<file path="src/rtl/scan_reg_access_pkg.sv">
package scan_reg_access_pkg;
    localparam int DEF_DATA_W  = 32;
    localparam int DEF_ADDR_W  = 7;
    localparam int DEF_CHAIN_W = 5;
    localparam int DEF_IR_W    = 4;

    // TAP phase flags as seen by one data register
    typedef struct packed {
        logic capture;
        logic shift;
        logic update;
    } tap_ctl_t;
endpackage

</file>
<file path="src/rtl/chain_select_reg.sv">
module chain_select_reg
    import scan_reg_access_pkg::*;
#(
    parameter int CHAIN_W = DEF_CHAIN_W
) (
    input  logic               clk,
    input  logic               rst_n,
    input  logic               en,
    input  tap_ctl_t           ctl,
    input  logic               tdi,
    output logic [CHAIN_W-1:0] sel_q,
    output logic               tdo_bit
);
    typedef struct packed {
        logic [CHAIN_W-1:0] sr;
        logic [CHAIN_W-1:0] sel;
    } st_t;

    st_t st_d, st_q;

    always_comb begin
        st_d = st_q;
        if (en) begin
            if (ctl.capture) begin
                st_d.sr = st_q.sel;
            end else if (ctl.shift) begin
                st_d.sr = {tdi, st_q.sr[CHAIN_W-1:1]};
            end else if (ctl.update) begin
                st_d.sel = st_q.sr;
            end
        end
    end

    always_ff @(posedge clk or negedge rst_n) begin
        if (!rst_n) begin
            st_q <= '{sr: '1, sel: '1};
        end else begin
            st_q <= st_d;
        end
    end

    assign sel_q   = st_q.sel;
    assign tdo_bit = st_q.sr[0];
endmodule

</file>
<file path="src/rtl/access_shifter.sv">
module access_shifter
    import scan_reg_access_pkg::*;
#(
    parameter int DATA_W = DEF_DATA_W,
    parameter int ADDR_W = DEF_ADDR_W
) (
    input  logic              clk,
    input  logic              rst_n,
    input  logic              en,
    input  tap_ctl_t          ctl,
    input  logic              tdi,
    input  logic [DATA_W-1:0] bus_rdata,
    output logic              tdo_bit,
    output logic              bus_rd,
    output logic              bus_wr,
    output logic [ADDR_W-1:0] bus_addr,
    output logic [DATA_W-1:0] bus_wdata,
    output logic [DATA_W-1:0] hold_q,
    output logic [DATA_W-1:0] frame_data
);
    localparam int FRAME_W = DATA_W + ADDR_W + 1;
    localparam int RW_BIT  = FRAME_W - 1;

    typedef struct packed {
        logic [FRAME_W-1:0] sr;
        logic [DATA_W-1:0]  hold;
    } st_t;

    st_t  st_d, st_q;
    logic is_write;
    logic do_update;

    assign is_write  = st_q.sr[RW_BIT];
    assign do_update = en & ctl.update;

    always_comb begin
        st_d = st_q;
        if (en) begin
            if (ctl.capture) begin
                st_d.sr = {{(ADDR_W + 1){1'b0}}, st_q.hold};
            end else if (ctl.shift) begin
                st_d.sr = {tdi, st_q.sr[FRAME_W-1:1]};
            end else if (ctl.update && !is_write) begin
                st_d.hold = bus_rdata;
            end
        end
    end

    always_ff @(posedge clk or negedge rst_n) begin
        if (!rst_n) begin
            st_q <= '0;
        end else begin
            st_q <= st_d;
        end
    end

    assign bus_rd     = do_update & ~is_write;
    assign bus_wr     = do_update & is_write;
    assign bus_addr   = st_q.sr[RW_BIT-1 -: ADDR_W];
    assign bus_wdata  = st_q.sr[DATA_W-1:0];
    assign tdo_bit    = st_q.sr[0];
    assign hold_q     = st_q.hold;
    assign frame_data = st_q.sr[DATA_W-1:0];
endmodule

</file>
<file path="src/rtl/scan_reg_access.sv">
module scan_reg_access
    import scan_reg_access_pkg::*;
#(
    parameter int                     DATA_W    = DEF_DATA_W,
    parameter int                     ADDR_W    = DEF_ADDR_W,
    parameter int                     CHAIN_W   = DEF_CHAIN_W,
    parameter int                     IR_W      = DEF_IR_W,
    parameter logic [DEF_IR_W-1:0]    IR_SEL    = 4'h2,
    parameter logic [DEF_IR_W-1:0]    IR_ACC    = 4'hC,
    parameter logic [DEF_CHAIN_W-1:0] ACC_CHAIN = '0
) (
    input  logic              tck,
    input  logic              rst_n,
    input  logic [3:0]        ir,
    input  logic              capture_dr,
    input  logic              shift_dr,
    input  logic              update_dr,
    input  logic              tdi,
    output logic              tdo,
    output logic              bus_rd,
    output logic              bus_wr,
    output logic [6:0]        bus_addr,
    output logic [31:0]       bus_wdata,
    input  logic [31:0]       bus_rdata
);
    tap_ctl_t           ctl;
    logic               sel_act;
    logic               acc_act;
    logic               sel_tdo;
    logic               acc_tdo;
    logic [CHAIN_W-1:0] chain_q;
    logic [DATA_W-1:0]  acc_hold;
    logic [DATA_W-1:0]  acc_data;

    assign ctl     = '{capture: capture_dr, shift: shift_dr, update: update_dr};
    assign sel_act = (ir == IR_SEL[IR_W-1:0]);
    assign acc_act = (ir == IR_ACC[IR_W-1:0]) && (chain_q == ACC_CHAIN[CHAIN_W-1:0]);

    chain_select_reg #(.CHAIN_W(CHAIN_W)) u_sel (
        .clk     (tck),
        .rst_n   (rst_n),
        .en      (sel_act),
        .ctl     (ctl),
        .tdi     (tdi),
        .sel_q   (chain_q),
        .tdo_bit (sel_tdo)
    );

    access_shifter #(.DATA_W(DATA_W), .ADDR_W(ADDR_W)) u_acc (
        .clk        (tck),
        .rst_n      (rst_n),
        .en         (acc_act),
        .ctl        (ctl),
        .tdi        (tdi),
        .bus_rdata  (bus_rdata),
        .tdo_bit    (acc_tdo),
        .bus_rd     (bus_rd),
        .bus_wr     (bus_wr),
        .bus_addr   (bus_addr),
        .bus_wdata  (bus_wdata),
        .hold_q     (acc_hold),
        .frame_data (acc_data)
    );

    always_comb begin
        if (sel_act) begin
            tdo = sel_tdo;
        end else if (acc_act) begin
            tdo = acc_tdo;
        end else begin
            tdo = 1'b0;
        end
    end
endmodule

</file>
<file path="config.mk">
export PLATFORM = sky130hd
export DESIGN_NAME = scan_reg_access
export DESIGN_NICKNAME = d
export VERILOG_FILES = /design/src/rtl/scan_reg_access_pkg.sv /design/src/rtl/chain_select_reg.sv /design/src/rtl/access_shifter.sv /design/src/rtl/scan_reg_access.sv
export SDC_FILE = /design/constraint.sdc
export NUM_CORES = 1
export LEC_CHECK = 0
export ABC_AREA = 1
export ABC_CLOCK_PERIOD_IN_PS = 2500
export CAP_MARGIN = 15
export CORE_ASPECT_RATIO = 1.75
export CORE_MARGIN = 5
export CORE_UTILIZATION = 45
export DETAILED_ROUTE_END_ITERATION = 10
export GPL_ROUTABILITY_DRIVEN = 0
export PLACE_DENSITY = 0.72
export SKIP_CTS_REPAIR_TIMING = 1
export SYNTH_ARGS = -nofsm -noshare
export SYNTH_HDL_FRONTEND = slang
export SYNTH_SLANG_ARGS = --single-unit
export TNS_END_PERCENT = 20
</file>
<file path="constraint.sdc">
create_clock -name tck -period 2.5 [get_ports tck]
set_input_delay 0.75 -clock tck [delete_from_list [all_inputs] [get_ports tck]]
set_output_delay 0.75 -clock tck [all_outputs]
set_load 0.1 [all_outputs]
</file>
---- After elaboration in Yosys (flattened, before gate mapping) ----
Cells that the tools add are included.
operators by class
  magnitude comparators ................... 0
  shift-type cells ........................ 0
  $add $sub $neg .......................... 0
  reduce and logical (&&, ||, !) cells .... 9
  bitwise gates (word level) .............. 6
  divide/modulo/power cells ............... 0
  equal/unequal tests ..................... 2
  multiplexer cells ....................... 6
  $mul .................................... 0
operators with widths
  operator              count
  $mux W40              2
  $mux W5               2
  $reduce_and A4 Y1     2
  $logic_not A5 Y1      1
  $eq A4 B2 Y1 const B  1
  $eq A4 B4 Y1 const B  1
  $reduce_and A2 Y1     2
  $and A1 B1 Y1         3
  $not A1 Y1            3
  $logic_and A1 B1 Y1   2
  $mux W1               2
  $reduce_bool A2 Y1    1
  $logic_not A1 Y1      1
word-level totals
  memories kept ........................... 0
  latch bits .............................. 0
  ROM bits ................................ 0
  register bits after elaboration ......... 82
  memory bits (writable) .................. 0
  input bits .............................. 42
  word-level logic and storage cells ...... 27
  output and inout bits ................... 42

---- Logic depth before layout (Yosys ltp) ----
  depth in word-level cells ............... 4
  gate-level depth with buffers ........... 8
  gate-level depth less buffers ........... 7

---- Modules after synthesis ----
From an unflattened synthesis, not the netlist that was laid out.
second synthesis, totals
  cell total of the unflattened synthesis .. 521
  area, all modules ....................... 4060.1 µm²
by module, submodules not included
  module            sequential area each (µm²)  cells an instance  area each (µm²)  instances
  access_shifter    1801.7                      434                3422.0           1
  chain_select_reg  262.8                       69                 554.3            1
  scan_reg_access   0.0                         18                 83.8             1

---- Worst setup path before layout ----
No wires, ideal clock.
  path kind ............................... input-to-output
  start ................................... in ir[1]
  end ..................................... out bus_rd
  slack ................................... -1.442 ns
  buffers on the path ..................... 0
  arrival time ............................ 3.192 ns
  stages .................................. 5
  required time ........................... 1.750 ns
  path through ............................ nor2_1 -> nand2_1 -> nor2_2 -> nand2_2 -> nor3_1
on the way
  longest elaborated chain between the ends .. 4
RTL lines
  item                 line                   source
  from (decl)          scan_reg_access.sv:14  input logic [3:0] ir,
  $eq A4 B4 Y1         scan_reg_access.sv:37  assign acc_act = (ir == IR_ACC[IR_W-1:0]) && (chain_q == ACC_CHAIN[CHAIN_W-1:0]);
  $logic_and A1 B1 Y1  scan_reg_access.sv:37
  $and A1 B1 Y1        access_shifter.sv:34   assign do_update = en & ctl.update;
  $and A1 B1 Y1        access_shifter.sv:57   assign bus_rd = do_update & ~is_write;
  to (decl)            scan_reg_access.sv:20  output logic bus_rd,
No other way between the ends.

---- Worst setup path after layout ----
  start ................................... in ir[0]
  end ..................................... out bus_rd
The elaborated chain is that of the path after synthesis.

==> run metrics <==
outcome completed; most frequent cell after synthesis nand2_1; Final Instance Area between 5000 and 6000 sq um; Fillers roughly 800; H-tree levels 3; Clock Tree Buf Depth 2; Net Count, Synth 533; fraction of layout cells with a size suffix above 1 0.199; routed via count ~3400; post-route ant nets 0; number of iterations in the first detailed-routing pass 4; switching power 0.00123 W; area of the mapped netlist 3880 sq um; Setup Crit Path Kind in -> out; r2r setup slk around 790 ps; total wire length approximately 9600 um; largest net degree at the start of global routing between 40 and 50; Post-synth EDFFs 0; Pwr Density 721 nW/um^2; core area approximately 8600 sq um; relative slew slack 0.664; Hold Violations, Final 0; Die X roughly 80 um; Cells after Synth a little under 500; vias per std cell 4.84; VDD IR max 492 uV; Area after DPL between 4000 and 5000 sq um; final worst-path cycle share 0.990; site row count 45; nets between 600 and 700; Port Buffer Count between 80 and 90; cell taking the most area after synthesis dfrtp_1; clock share of power 0.313; Setup crit end kind output port; share of the synthesized area in the top cell type 0.464; Setup violations, final 0; worst-case reg-to-reg path depth 9; total gr overflow 0; clk sink count 82; detailed-route DRC error count 0; Pint around 0.0025 W; fraction of power consumed by sequential logic 0.437; CP startpoint kind input pin; Critical Path RT between 1500 and 2000 ps; max-slew violation count 0; FFs w/ async S/R, synth 1.00; Root Driver clkbuf_16; worst skew pair latency approximately 330 ps; CTS clock-pin slew for the worst setup and hold paths 50 ps; TNS Setup 0 ps; Area contributors post-synth dfrtp_1 46%, nand2_1 28%, dfstp_2 6.8%; All-Layer GR Usage 0.192; Yosys Warn Count 0; number of DRC markers after the initial detailed-route iteration between 150 and 200; Ant. Diodes 0; Tmin final between 2000 and 2500 ps; switching share of power 0.334; Leakage between 2 and 3 nW; Arr. time, crit path around 1700 ps; max cap viols 0; Starting Density 0.454; Tot Pwr ~0.0037 W; wire per inst roughly 14 um; die area roughly 11000 sq um; Max Clk Rate between 400 and 500 MHz; Post-synth top cells 291 x nand2_1, 72 x dfrtp_1, 32 x nand4_1; Syn Area/Cell between 7 and 8 sq um; area delta synth->final 31.4%; worst-path maximum fanout 2; DP HPWL around 6700 um; reg2reg start u_sel.sel_q[1]$_DFFE_PN1P_; register area share after synthesis 0.532; HP Class in -> async; Die H around 130 um; worst reg2reg endpoint u_acc.bus_addr[0]$_DFFE_PN0P_; Final Skew 3.74 ps; vias in the first global route roughly 3400; #FFs+latches synth a little over 80; antenna violations before repair 0; library cells used by synthesis 22; Comb power frac 0.249; Primary FF master, synth dfrtp_1; hold_ws a little under 400 ps; TritonCTS buffer count 9; Least-Margin Pin Slew roughly 500 ps; global-route wire length before repair roughly 16000 um; # IOs 84; CTS tree done
==> worst max-delay path by stage <==
stage	slack (ps)	cells after the start	end	startpoint
3_5_place_dp	-270	7	tdo	ir[1]
4_1_cts	-270	7	tdo	ir[1]
5_1_grt	-60	7	bus_rd	ir[0]
3_3_place_gp	-200	7	bus_wr	ir[1]
2_1_floorplan	-170	5	bus_rd	ir[1]
6_report	30	7	bus_rd	ir[0]
==> power by group through the flow <==
stage	Combinational, W	Clock, W	Sequential [W]
5_1_grt	0.000989	0.00123	0.00163
3_5_place_dp	0.000918	0	0.00163
2_1_floorplan	0.000299	0	0.00196
3_3_place_gp	0.000906	0	0.00162
4_1_cts	0.000921	0.00118	0.00161
6_report	0.000917	0.00115	0.00161
==> logic make-up after synthesis <==
kind of cell | Yosys count | synth area share
simple gates | 352 | 0.384
compound gates | 16 | 0.0206
flops | 82 | 0.532
buf+inv | 41 | 0.0635
==> cell type report <==
type                            instances  area (sq um)  share of cell area
Sequential cell                        82          2060               0.405
Multi-Input combinational cell        368          1610               0.316
Timing Repair Buffer                  106           973               0.191
Clock buffer                           14           254              0.0498
Tap cell                              117           146              0.0287
Inverter                               13          48.8             0.00957
==> metrics by stage <==
stage / worst slack, ps / utilization / cells
finish: 25.1 / 0.596 / 700
global route: -56.2 / 0.596 / 700
CTS: -267 / 0.593 / 697
detailed placement: -266 / 0.563 / 683
global placement: -202 / 0.563 / 683
floorplan: -167 / - / 491
==> state kept, by name, summed over array words and instances (netlist names) <==
| register | cells |
|---|---|
| u_acc.is_write | 1 |
| u_sel.sel_q | 5 |
| u_sel.tdo_bit | 1 |
| u_acc.bus_wdata | 32 |
| u_sel.st_q | 4 |
| u_acc.bus_addr | 7 |
| u_acc.hold_q | 32 |
==> metal layers <==
layer  wire, um  GRT usage  part of all wire  vias up
li1           -          -                 -     1713
met1       3950      0.235              0.41     1591
met2       5040      0.326              0.52       69
met3        418     0.0313             0.043       15
met4        232     0.0865             0.024        0
met5          0          0                 0        -
==> critical path, cell delays in order <==
cell,delay [ps]
clkbuf_2,110
nor2_4,120
nand2_1,80
nor2_2,160
nand2_2,100
nor3_4,200
buf_12,200
==> cells in the final DEF (no fill, tap or decap) <==
cell type / Yosys / final
buf_2: 11 / 1
nand3_2: 0 / 2
nor2_1: 5 / 3
o21ai_2: 0 / 1
nor2_8: 1 / 1
dfstp_2: 10 / 10
clkdlybuf4s50_1: 0 / 35
nor2_2: 6 / 6
inv_2: 1 / 2
o21ai_0: 16 / 15
clkinv_1: 1 / 1
nand3_1: 4 / 2
nand4_2: 1 / 1
nand3b_1: 1 / 1
nand2_4: 1 / 1
dfrtp_1: 72 / 72
nor3_4: 0 / 1
clkbuf_16: 0 / 9
buf_12: 0 / 7
nand4_1: 32 / 32
dlymetal6s2s_1: 0 / 2
inv_1: 11 / 10
clkbuf_2: 0 / 2
clkbuf_1: 6 / 4
nor2_4: 2 / 4
clkbuf_8: 0 / 1
buf_4: 1 / 59
nand2_2: 7 / 8
nand2_1: 291 / 290
Note: power is estimated with default switching activity, not from simulation.
